$ cat config.mk
export PLATFORM = sky130hd
export DESIGN_NAME = dram_cache_tagctl
export DESIGN_NICKNAME = d
export VERILOG_FILES = /design/src/rtl/dct_pkg.sv /design/src/rtl/dct_tag_store.sv /design/src/rtl/dct_plru.sv /design/src/rtl/dram_cache_tagctl.sv
export SDC_FILE = /design/constraint.sdc
export NUM_CORES = 2
export LEC_CHECK = 0
export ABC_CLOCK_PERIOD_IN_PS = 14100
export BUFFER_PORTS_ARGS = -buffer_cell sky130_fd_sc_hd__buf_2
export CAP_MARGIN = 5
export CORE_UTILIZATION = 59
export CTS_CLUSTER_DIAMETER = 60
export CTS_CLUSTER_SIZE = 10
export DETAILED_ROUTE_END_ITERATION = 7
export HOLD_SLACK_MARGIN = 0.08
export PLACE_DENSITY = 0.82
export SYNTH_ARGS = -nofsm -noshare
export SYNTH_HDL_FRONTEND = slang
export SYNTH_SLANG_ARGS = --single-unit
$ cat constraint.sdc
create_clock -name clk -period 14.1 [get_ports clk]
set_input_delay 0 -clock clk [delete_from_list [all_inputs] [get_ports clk]]
set_output_delay 0 -clock clk [all_outputs]
set_load 0.05 [all_outputs]
$ cat src/rtl/dct_pkg.sv
package dct_pkg;
  typedef enum logic [2:0] {
    S_IDLE,
    S_LOOK,
    S_WBRD,
    S_WBWR,
    S_FRD,
    S_FWR,
    S_CHUNK,
    S_RESP
  } dct_state_e;
endpackage

$ cat src/rtl/dct_tag_store.sv
module dct_tag_store #(
  parameter int SETS  = 16,
  parameter int WAYS  = 8,
  parameter int TAG_W = 18,
  localparam int SET_W = $clog2(SETS),
  localparam int WAY_W = $clog2(WAYS)
) (
  input  logic             clk,
  input  logic             rst_n,
  input  logic [SET_W-1:0] lk_set,
  input  logic [TAG_W-1:0] lk_tag,
  output logic             hit,
  output logic [WAY_W-1:0] hit_way,
  output logic [WAYS-1:0]  vld_vec,
  output logic [WAYS-1:0]  dty_vec,
  input  logic [WAY_W-1:0] sel_way,
  output logic [TAG_W-1:0] sel_tag,
  input  logic             fill_en,
  input  logic [WAY_W-1:0] fill_way,
  input  logic [TAG_W-1:0] fill_tag,
  input  logic             fill_dirty,
  input  logic             mark_en,
  input  logic [WAY_W-1:0] mark_way
);

  logic [WAYS-1:0]  vld_q [SETS];
  logic [WAYS-1:0]  dty_q [SETS];
  logic [TAG_W-1:0] tag_q [SETS][WAYS];
  logic [WAYS-1:0]  hit_vec;

  assign vld_vec = vld_q[lk_set];
  assign dty_vec = dty_q[lk_set];
  assign sel_tag = tag_q[lk_set][sel_way];

  for (genvar w = 0; w < WAYS; w++) begin : g_cmp
    assign hit_vec[w] = vld_q[lk_set][w] && (tag_q[lk_set][w] == lk_tag);
  end

  always_comb begin
    hit_way = '0;
    for (int w = 0; w < WAYS; w++) begin
      if (hit_vec[w]) hit_way = WAY_W'(w);
    end
  end
  assign hit = |hit_vec;

  always_ff @(posedge clk or negedge rst_n) begin
    if (!rst_n) begin
      for (int s = 0; s < SETS; s++) begin
        vld_q[s] <= '0;
        dty_q[s] <= '0;
      end
    end else if (fill_en) begin
      vld_q[lk_set][fill_way] <= 1'b1;
      dty_q[lk_set][fill_way] <= fill_dirty;
    end else if (mark_en) begin
      dty_q[lk_set][mark_way] <= 1'b1;
    end
  end

  always_ff @(posedge clk) begin
    if (fill_en) tag_q[lk_set][fill_way] <= fill_tag;
  end


  single_hit_chk: assert property (@(posedge clk) disable iff (!rst_n)
    $onehot0(hit_vec));

endmodule

$ cat src/rtl/dct_plru.sv
module dct_plru #(
  parameter int SETS = 16,
  parameter int WAYS = 8,
  localparam int SET_W = $clog2(SETS),
  localparam int WAY_W = $clog2(WAYS)
) (
  input  logic             clk,
  input  logic             rst_n,
  input  logic [SET_W-1:0] set_idx,
  input  logic             touch_en,
  input  logic [WAY_W-1:0] touch_way,
  output logic [WAY_W-1:0] victim
);

  // node bits use heap numbering 1..WAYS-1; bit 0 is spare
  logic [WAYS-1:0] plru_q [SETS];
  logic [WAYS-1:0] cur_bits;
  logic [WAYS-1:0] nxt_bits;

  assign cur_bits = plru_q[set_idx];

  always_comb begin
    logic [WAY_W-1:0] node;
    logic             b;
    node   = WAY_W'(1);
    victim = '0;
    for (int l = 0; l < WAY_W; l++) begin
      b      = cur_bits[node];
      victim = {victim[WAY_W-2:0], b};
      node   = {node[WAY_W-2:0], b};
    end
  end

  always_comb begin
    logic [WAY_W-1:0] node;
    logic [WAY_W-1:0] tw;
    logic             dir;
    nxt_bits = cur_bits;
    node     = WAY_W'(1);
    tw       = touch_way;
    for (int l = 0; l < WAY_W; l++) begin
      dir            = tw[WAY_W-1];
      nxt_bits[node] = ~dir;
      node           = {node[WAY_W-2:0], dir};
      tw             = {tw[WAY_W-2:0], 1'b0};
    end
  end

  always_ff @(posedge clk or negedge rst_n) begin
    if (!rst_n) begin
      for (int s = 0; s < SETS; s++) plru_q[s] <= '0;
    end else if (touch_en) begin
      plru_q[set_idx] <= nxt_bits;
    end
  end


  recent_not_victim_chk: assert property (@(posedge clk) disable iff (!rst_n)
    touch_en |=> (victim != $past(touch_way)) || (set_idx != $past(set_idx)));

endmodule

$ cat src/rtl/dram_cache_tagctl.sv
module dram_cache_tagctl #(
  parameter int ADDR_W     = 32,
  parameter int SETS       = 16,
  parameter int WAYS       = 8,
  parameter int LINE_BYTES = 1024,
  parameter int L2_BYTES   = 128,
  localparam int SET_W   = $clog2(SETS),
  localparam int WAY_W   = $clog2(WAYS),
  localparam int OFF_W   = $clog2(LINE_BYTES),
  localparam int CHK_LSB = $clog2(L2_BYTES),
  localparam int CHK_W   = OFF_W - CHK_LSB,
  localparam int TAG_W   = ADDR_W - OFF_W - SET_W,
  localparam int DADDR_W = SET_W + WAY_W + OFF_W
) (
  input  logic               clk,
  input  logic               rst_n,
  input  logic               req_valid,
  output logic               req_ready,
  input  logic               req_write,
  input  logic [ADDR_W-1:0]  req_addr,
  output logic               resp_valid,
  output logic               resp_hit,
  output logic               dram_valid,
  output logic               dram_write,
  output logic               dram_full,
  output logic [DADDR_W-1:0] dram_addr,
  input  logic               dram_done,
  output logic               mem_valid,
  output logic               mem_write,
  output logic [ADDR_W-1:0]  mem_addr,
  input  logic               mem_done
);
  import dct_pkg::*;

  // reset: asserted at once, released through two flops
  logic rst_m, rst_s;
  always_ff @(posedge clk or negedge rst_n) begin
    if (!rst_n) begin
      rst_m <= 1'b0;
      rst_s <= 1'b0;
    end else begin
      rst_m <= 1'b1;
      rst_s <= rst_m;
    end
  end

  dct_state_e st_q, st_d;

  logic [TAG_W-1:0] tag_q, vtag_q;
  logic [SET_W-1:0] set_q;
  logic [CHK_W-1:0] chk_q;
  logic [WAY_W-1:0] way_q;
  logic             wr_q, hit_q;

  logic             unused_lo;
  assign unused_lo = ^req_addr[CHK_LSB-1:0];

  logic             lk_hit;
  logic [WAY_W-1:0] lk_way, plru_way, vic_way;
  logic [WAYS-1:0]  vld_vec, dty_vec;
  logic [TAG_W-1:0] vic_tag;
  logic             vic_dirty;
  logic             acc_en, look_en, fill_en, mark_en, touch_en;

  assign acc_en  = (st_q == S_IDLE) && req_valid;
  assign look_en = (st_q == S_LOOK);
  assign fill_en = (st_q == S_FWR) && dram_done;
  assign mark_en = look_en && lk_hit && wr_q;
  assign touch_en = (look_en && lk_hit) || fill_en;

  dct_tag_store #(.SETS(SETS), .WAYS(WAYS), .TAG_W(TAG_W)) u_tags (
    .clk        (clk),
    .rst_n      (rst_s),
    .lk_set     (set_q),
    .lk_tag     (tag_q),
    .hit        (lk_hit),
    .hit_way    (lk_way),
    .vld_vec    (vld_vec),
    .dty_vec    (dty_vec),
    .sel_way    (vic_way),
    .sel_tag    (vic_tag),
    .fill_en    (fill_en),
    .fill_way   (way_q),
    .fill_tag   (tag_q),
    .fill_dirty (wr_q),
    .mark_en    (mark_en),
    .mark_way   (lk_way)
  );

  dct_plru #(.SETS(SETS), .WAYS(WAYS)) u_plru (
    .clk       (clk),
    .rst_n     (rst_s),
    .set_idx   (set_q),
    .touch_en  (touch_en),
    .touch_way (look_en ? lk_way : way_q),
    .victim    (plru_way)
  );

  // lowest invalid way first, tree choice otherwise
  always_comb begin
    vic_way = plru_way;
    for (int w = WAYS - 1; w >= 0; w--) begin
      if (!vld_vec[w]) vic_way = WAY_W'(w);
    end
  end
  assign vic_dirty = vld_vec[vic_way] && dty_vec[vic_way];

  always_comb begin
    st_d = st_q;
    case (st_q)
      S_IDLE:  if (req_valid) st_d = S_LOOK;
      S_LOOK:  st_d = lk_hit ? S_CHUNK : (vic_dirty ? S_WBRD : S_FRD);
      S_WBRD:  if (dram_done) st_d = S_WBWR;
      S_WBWR:  if (mem_done) st_d = S_FRD;
      S_FRD:   if (mem_done) st_d = S_FWR;
      S_FWR:   if (dram_done) st_d = S_CHUNK;
      S_CHUNK: if (dram_done) st_d = S_RESP;
      S_RESP:  st_d = S_IDLE;
      default: st_d = S_IDLE;
    endcase
  end

  always_ff @(posedge clk or negedge rst_s) begin
    if (!rst_s) st_q <= S_IDLE;
    else        st_q <= st_d;
  end

  always_ff @(posedge clk) begin
    if (acc_en) begin
      tag_q <= req_addr[ADDR_W-1 -: TAG_W];
      set_q <= req_addr[OFF_W +: SET_W];
      chk_q <= req_addr[CHK_LSB +: CHK_W];
      wr_q  <= req_write;
    end
    if (look_en) begin
      hit_q  <= lk_hit;
      way_q  <= lk_hit ? lk_way : vic_way;
      vtag_q <= vic_tag;
    end
  end

  assign req_ready  = (st_q == S_IDLE);
  assign resp_valid = (st_q == S_RESP);
  assign resp_hit   = hit_q;

  assign dram_valid = (st_q == S_WBRD) || (st_q == S_FWR) || (st_q == S_CHUNK);
  assign dram_write = (st_q == S_FWR) || ((st_q == S_CHUNK) && wr_q);
  assign dram_full  = (st_q != S_CHUNK);
  assign dram_addr  = {set_q, way_q, (st_q == S_CHUNK) ? chk_q : {CHK_W{1'b0}},
                       {CHK_LSB{1'b0}}};

  assign mem_valid = (st_q == S_WBWR) || (st_q == S_FRD);
  assign mem_write = (st_q == S_WBWR);
  assign mem_addr  = {(st_q == S_WBWR) ? vtag_q : tag_q, set_q, {OFF_W{1'b0}}};


  busy_block_chk: assert property (@(posedge clk) disable iff (!rst_s)
    (dram_valid || mem_valid) |-> !req_ready);


  one_device_chk: assert property (@(posedge clk) disable iff (!rst_s)
    !(dram_valid && mem_valid));


  dram_hold_chk: assert property (@(posedge clk) disable iff (!rst_s)
    (dram_valid && !dram_done) |=>
      (dram_valid && $stable(dram_addr) && $stable(dram_write) && $stable(dram_full)));


  mem_hold_chk: assert property (@(posedge clk) disable iff (!rst_s)
    (mem_valid && !mem_done) |=> (mem_valid && $stable(mem_addr) && $stable(mem_write)));


  resp_pulse_chk: assert property (@(posedge clk) disable iff (!rst_s)
    resp_valid |=> !resp_valid);

endmodule

After elaboration in Yosys (flattened, before gate mapping)
Memories as Yosys holds them, arrays and structs flattened. A register that Yosys moved wholly into a read port is not among the register bits.
Cells that the tools add are included.
{"block": "word_totals", "input_bits": 38, "out_inout_bits": 57, "ramBits": 2304, "word_cells": 207, "mem_count": 1, "ff_bits": 437}
{"block": "classes", "bitwise_logic": 8, "n_mux": 73, "magnitude_cmp": 16, "eq_ne": 22, "n_reduce_logical": 29}
{"name": "u_tags.tag_q", "depth": 16, "width": 144, "rd": 1, "rd_ports_with_merged_regs": 1, "wr": 1, "line_no": "dct_tag_store.sv:28", "source": "logic [TAG_W-1:0] tag_q [SETS][WAYS];"}
{"operator": "128-bit bitwise mux", "n": 2}
{"operator": "128-bit two-way mux", "n": 2}
{"operator": "128-bit OR", "n": 2}
{"operator": "18-bit equality test", "n": 8}
{"operator": "144-bit two-way mux", "n": 1}
{"operator": "8-bit binary-select mux with 4-bit select", "n": 3}
{"operator": "8-bit demux with 4-bit select", "n": 3}
{"operator": "3-bit two-way mux", "n": 25}
{"operator": "18-bit two-way mux", "n": 4}
{"operator": "8-bit two-way mux", "n": 9}
{"operator": "18-bit binary-select mux with 3-bit select", "n": 1}
{"operator": "18-bit demux with 3-bit select", "n": 1}
{"operator": "3-bit case mux with 8 select lines", "n": 1}
{"operator": "1-bit logical AND", "n": 20}
{"operator": "3-bit by 4-bit < comparator with 1-bit output (second input constant)", "n": 5}
{"operator": "8-bit bitwise mux", "n": 2}
{"operator": "3-bit equality test (second input constant)", "n": 4}
{"operator": "1-bit two-way mux", "n": 11}
{"operator": "2-bit != test (second input constant)", "n": 5}
{"operator": "3-bit by 1-bit >= comparator with 1-bit output (second input constant)", "n": 3}
{"operator": "4-bit >= comparator (second input constant)", "n": 2}
{"operator": "2-bit by 4-bit < comparator with 1-bit output (second input constant)", "n": 2}
{"operator": "3-bit NOT with 4-bit output", "n": 2}
{"operator": "8-bit OR reduction", "n": 1}
{"operator": "20 further kinds", "n": 29}

Longest topological paths before layout
{"block": "depth", "word_depth": 22, "ltp_mapped": 22, "mapped_depth_nobuf": 13}

Modules after synthesis
From an unflattened synthesis, not the netlist that was laid out.
{"block": "unflattened", "cells_unflattened": 6337, "hier_area_um2": 112728.1}
{"module": "dct_tag_store", "area_per_inst_um2": 105207.2, "n_inst": 1, "cells_per_inst": 5660}
{"module": "dct_plru", "area_per_inst_um2": 5078.6, "n_inst": 1, "cells_per_inst": 464}
{"module": "dram_cache_tagctl", "area_per_inst_um2": 2442.3, "n_inst": 1, "cells_per_inst": 213}

Worst setup path before layout
OpenSTA, ideal clock, no wires.
{"block": "synth_timing", "kind": "reg2reg", "from": "reg tag_q[10]", "to": "reg u_plru.plru_q[1] (netlist name)", "stages_incl_launch_ff": 12, "setup_ns": 0.125, "synth_period_minus_slack_ns": 5.223, "arrival_time_ns": 5.098, "path_slack_ns": 8.877, "t_required_ns": 13.975, "path_cell_list": "edfxtp_1 buf_2 or4b_2 o221ai_2 o21ai_1 or4_1 or4_1 nand3_2 o311ai_4 buf_12 nor2_8 mux2_4"}
{"block": "synth_between", "elab_chain_cells": 13}
{"element": "start, declared", "line_no": "dram_cache_tagctl.sv:49", "source": "logic [TAG_W-1:0] tag_q, vtag_q;"}
{"element": "start signal, assigned", "line_no": "dram_cache_tagctl.sv:130", "source": "tag_q <= req_addr[ADDR_W-1 -: TAG_W];"}
{"element": "18-bit equality test", "line_no": "dct_tag_store.sv:36", "source": "assign hit_vec[w] = vld_q[lk_set][w] && (tag_q[lk_set][w] == lk_tag);"}
{"element": "1-bit logical AND", "line_no": "dct_tag_store.sv:36"}
{"element": "3-bit two-way mux / 1-bit two-way mux (equally long branches)", "line_no": "dct_tag_store.sv:42", "source": "if (hit_vec[w]) hit_way = WAY_W'(w);"}
{"element": "3-bit two-way mux (5 in series)", "line_no": "dct_tag_store.sv:42"}
{"element": "3-bit two-way mux, on equally long branches", "line_no": "dram_cache_tagctl.sv:95, dct_tag_store.sv:42"}
{"element": "1-bit NOT / 3-bit two-way mux (equally long branches)", "line_no": "dct_plru.sv:43, dram_cache_tagctl.sv:95"}
{"element": "8-bit bitwise mux / 1-bit NOT (equally long branches)", "line_no": "dct_plru.sv:43", "source": "nxt_bits[node] = ~dir;"}
{"element": "8-bit bitwise mux", "line_no": "dct_plru.sv:43"}
{"element": "128-bit bitwise mux", "line_no": "dct_plru.sv:53", "source": "plru_q[set_idx] <= nxt_bits;"}
{"element": "end signal, assigned by index", "line_no": "dct_plru.sv:53"}
{"element": "end, declared", "line_no": "dct_plru.sv:16", "source": "logic [WAYS-1:0] plru_q [SETS];"}
Parallel ways exist; a longest one is shown, timed or not.
A chain may end at the register's enable or synchronous reset.

==> results.sh <==
export IMPL_outcome="complete, but fails checks"
export IMPL_violations="max-capacitance violations, max-slew violations"
export IMPL_postLayoutSetupSlackWorst_ns=6.13
export IMPL_gp_congestion=0.972
export IMPL_grt_pass1_vias=68200
export IMPL_synth_cell_area_um2=115000
export IMPL_cts_made_buffers=327
export IMPL_reg2reg_depth=14
export IMPL_cp_cell_sequence="buf_12 > buf_4 > nand2b_1 > o22ai_1 > nor3_1 > nor4b_1 > nand4_1 > a21oi_1 > nand4_1 > nand4bb_2 > mux2i_2 > and2b_4 > a211oi_2 > mux2_2"
export IMPL_critical_path_max_stage_delay_ns=0.93
export IMPL_cts_sinks=2729
export IMPL_wire_per_inst_um=37.2
export IMPL_synth_warning_count=0
export IMPL_ys_types=116
export IMPL_drtIter0Drc=12000
export IMPL_dr_pass1_iters=7
export IMPL_fin_crit_sh=0.565
export IMPL_whs_ns=0.137
export IMPL_synthAdderAreaFrac=0
export IMPL_yosysTopAreaCellShare=0.614
export IMPL_drv_cap=1
export IMPL_cts_tree="built"
export IMPL_intPower_mw=14.2
export IMPL_synth_avg_cell_area_um2=18.0
export IMPL_setup_violations=0
export IMPL_power_leakage_nw=44.2
export IMPL_final_area_um2=128000
export IMPL_fmax_mhz=125
export IMPL_ir_worst_vdd_mv=0.151
export IMPL_dp_hpwl_mm=198
export IMPL_seqPwrFrac=0.484
export IMPL_post_layout_nonfiller_instances=9389
export IMPL_antenna_left=0
export IMPL_yosys_area_share_simple=0.0447
export IMPL_utilization=0.664
export IMPL_clkPwrFrac=0.389
export IMPL_clkTransAtPathRegs_ns=0.05
export IMPL_pre_cts_ws_ns=6.47
export IMPL_placed_cell_area_um2=119000
export IMPL_place_inst=8857
export IMPL_power_density_nw_per_um2=148
export IMPL_nNetsFinal=6761
export IMPL_min_period_ns=7.97
export IMPL_grt_pass1_wl_mm=491
export IMPL_yosys_top_cells_area="edfxtp_1, mux4_2, dfrtp_1"
export IMPL_dieArea_um2=197000
export IMPL_p_sw_mw=4.78
export IMPL_fp_dieH_um=444
export IMPL_synth_flop_cell="edfxtp_1"
export IMPL_rsz0062_at_grt="false"
export IMPL_multi_input_area_um2=32800
export IMPL_cp_max_fo=90
export IMPL_worstPathRequired_ns=14.97
export IMPL_synth_compound_area_share=0.0428
export IMPL_min_path_type="input port to register"
export IMPL_grt_usage=0.354
export IMPL_rows=161
export IMPL_crit_family="simple AND/OR/NAND/NOR gates"
export IMPL_cts_root_buf="clkbuf_16"
export IMPL_seqCellArea_um2=80100
export IMPL_hold_depth=5
export IMPL_crit_type="register to register"
export IMPL_synth_edf_count=2352
export IMPL_cp_buffers_inverters=2
export IMPL_fin_worst_skew_ns=0.0690
export IMPL_tightest_slew_ns=1.50
export IMPL_cp_arrival_ns=8.84
export IMPL_cp_end_kind="register"
export IMPL_total_power_mw=19.0
export IMPL_port_buffer_count=70
export IMPL_synthMuxAreaShare=0.178
export IMPL_synth_xor_area_frac=0.0148
export IMPL_synthToLayoutAreaGrowth_pct=11.5
export IMPL_slew_viol_final=1
export IMPL_swShare=0.251
export IMPL_via_per_inst=7.32
export IMPL_grt_start_max_net_pins=195
export IMPL_async_flop_share=0.137
export IMPL_fill_cells=11800
export IMPL_synthCells=6407
export IMPL_r2r_end="u_plru.plru_q[11]$_DFFE_PN0P_"
export IMPL_clkLatencyLatePin_ns=0.97
export IMPL_ios=95
export IMPL_postCtsHoldBufs=63
export IMPL_via_count=68700
export IMPL_yosysTopAreaCell="edfxtp_1"
export IMPL_cts_resized=0
export IMPL_p_comb_frac=0.126
export IMPL_critPathLaunchType="register"
export IMPL_ys_seq_elements=2729
export IMPL_routed_wl_mm=350
export IMPL_min_to="st_q[1]$_DFFE_PN0P_"
export IMPL_synth_top_family_by_area="multiplexers"
export IMPL_cts_setup_buffers=0
export IMPL_layout_drive_gt1_share=0.266
export IMPL_fin_tns_setup_ns=0
export IMPL_initial_utilization=0.596
export IMPL_synth_seq_area_share=0.696
export IMPL_critPathSlowestCell="dfxtp_4"
export IMPL_ff2ff_setup_slack_ns=6.13
export IMPL_crit_path_frequent_cell="nand4_1"
export IMPL_min_from="mem_done"
export IMPL_relSlewSlack=-0.00371
export IMPL_htree_levels=5
export IMPL_gr_total_overflow=0
export IMPL_fp_coreArea_um2=193000
export IMPL_antenna_found_initial=30
export IMPL_drc=0
export IMPL_die_w_um=444
export IMPL_cts_buffer_depth=4
export IMPL_hold_viol_final=0
[per-layer routing]
| metal | vias to the layer above | GRT usage | wire length, µm |
|---|---|---|---|
| li1 | 26100 | - | - |
| met1 | 34600 | 0.440 | 112000 |
| met2 | 6485 | 0.522 | 155000 |
| met3 | 1596 | 0.128 | 53300 |
| met4 | 42 | 0.244 | 28900 |
| met5 | - | 0.00171 | 277 |
[registers in the layout (all words and copies together) (netlist names), 3 cells and up, named ones only]
| register | cells |
|---|---|
| tag_q | 18 |
| chk_q | 3 |
| u_plru.plru_q | 112 |
| u_tags.tag_q | 2304 |
| st_q | 3 |
| u_tags.vld_q | 128 |
| way_q | 3 |
| vtag_q | 18 |
| set_q | 4 |
| u_tags.dty_q | 128 |
[kinds of logic (layout without fill, tap and decap cells)]
group	after synthesis	in the layout
AOI/OAI and AO/OA	747	747
xor gates and xnor gates	194	194
buffers and inverters	473	903
DFF	2729	2729
muxes	1233	1233
other	2	28
and+or+nand+nor	1029	1029
[cell usage in the layout, fill, tap and decap left out, types with 22 or more instances in the layout]
master and n:
edfxtp_1 2352, mux4_2 576, mux2i_1 419, dfrtp_1 372, clkbuf_16 335, nand2_1 267
buf_4 245, a21oi_1 219, nor2_1 183, or2_2 141, mux2_2 140, xnor2_1 138
nor2_2 119, clkbuf_1 110, o21ai_0 109, a22oi_1 92, o22ai_1 74, mux2_4 70
buf_2 70, dlygate4sd3_1 63, xor2_1 56, a31oi_1 53, nor3_1 46, inv_1 46
nand4_1 33, nand3_1 28, nor2b_1 27, mux4_1 26, and3_1 23, a211oi_1 23
nand2b_1 22
[worst reg2reg max path: stages, from the launching register on]
cell	delay, ns
dfxtp_4	0.93
buf_12	0.74
buf_4	0.76
nand2b_1	0.76
o22ai_1	0.46
nor3_1	0.09
nor4b_1	0.46
nand4_1	0.28
a21oi_1	0.32
nand4_1	0.75
nand4bb_2	0.54
mux2i_2	0.37
and2b_4	0.33
a211oi_2	0.84
mux2_2	0.32
[final cells by class]
class | instances | share of cell area
Antenna cell | 10 | 0.000195
Clock buffer | 445 | 0.0686
Clock inverter | 14 | 0.00103
Inverter | 53 | 0.00161
Multi-Input combinational cell | 3221 | 0.256
Sequential cell | 2729 | 0.624
Tap cell | 2526 | 0.0246
Timing Repair Buffer | 391 | 0.0240
[Yosys cell counts, types with 109 or more instances]
library cell	n
o21ai_0	109
mux4_2	576
mux2i_1	419
or2_2	141
mux2_2	140
nand2_1	275
dfrtp_1	373
edfxtp_1	2352
a21oi_1	219
clkbuf_1	165
xnor2_1	138
nor2_1	314
[how the worst max path moves through the flow]
stage | start | endpoint | depth (start not counted)
after detailed placement | register | u_plru.plru_q[11]$_DFFE_PN0P_ | 14
after CTS | register | u_plru.plru_q[11]$_DFFE_PN0P_ | 14
after global placement | register | u_plru.plru_q[11]$_DFFE_PN0P_ | 14
after floorplan | rst_s$_DFF_PN0_ | st_q[0]$_DFFE_PN0P_ | 0
after global routing | register | u_plru.plru_q[11]$_DFFE_PN0P_ | 14
final | register | u_plru.plru_q[11]$_DFFE_PN0P_ | 14
[power groups by stage]
stage                     Clock, mW  Sequential [mW]  Combinational, mW
after floorplan                   0             9.35               1.54
after global placement            0             9.33               2.20
after detailed placement          0             9.35               2.25
after CTS                      7.38             9.20               2.30
after global routing           7.67             9.23               2.45
final                          7.40             9.21               2.40
Note: power is estimated with default switching activity, not from simulation.
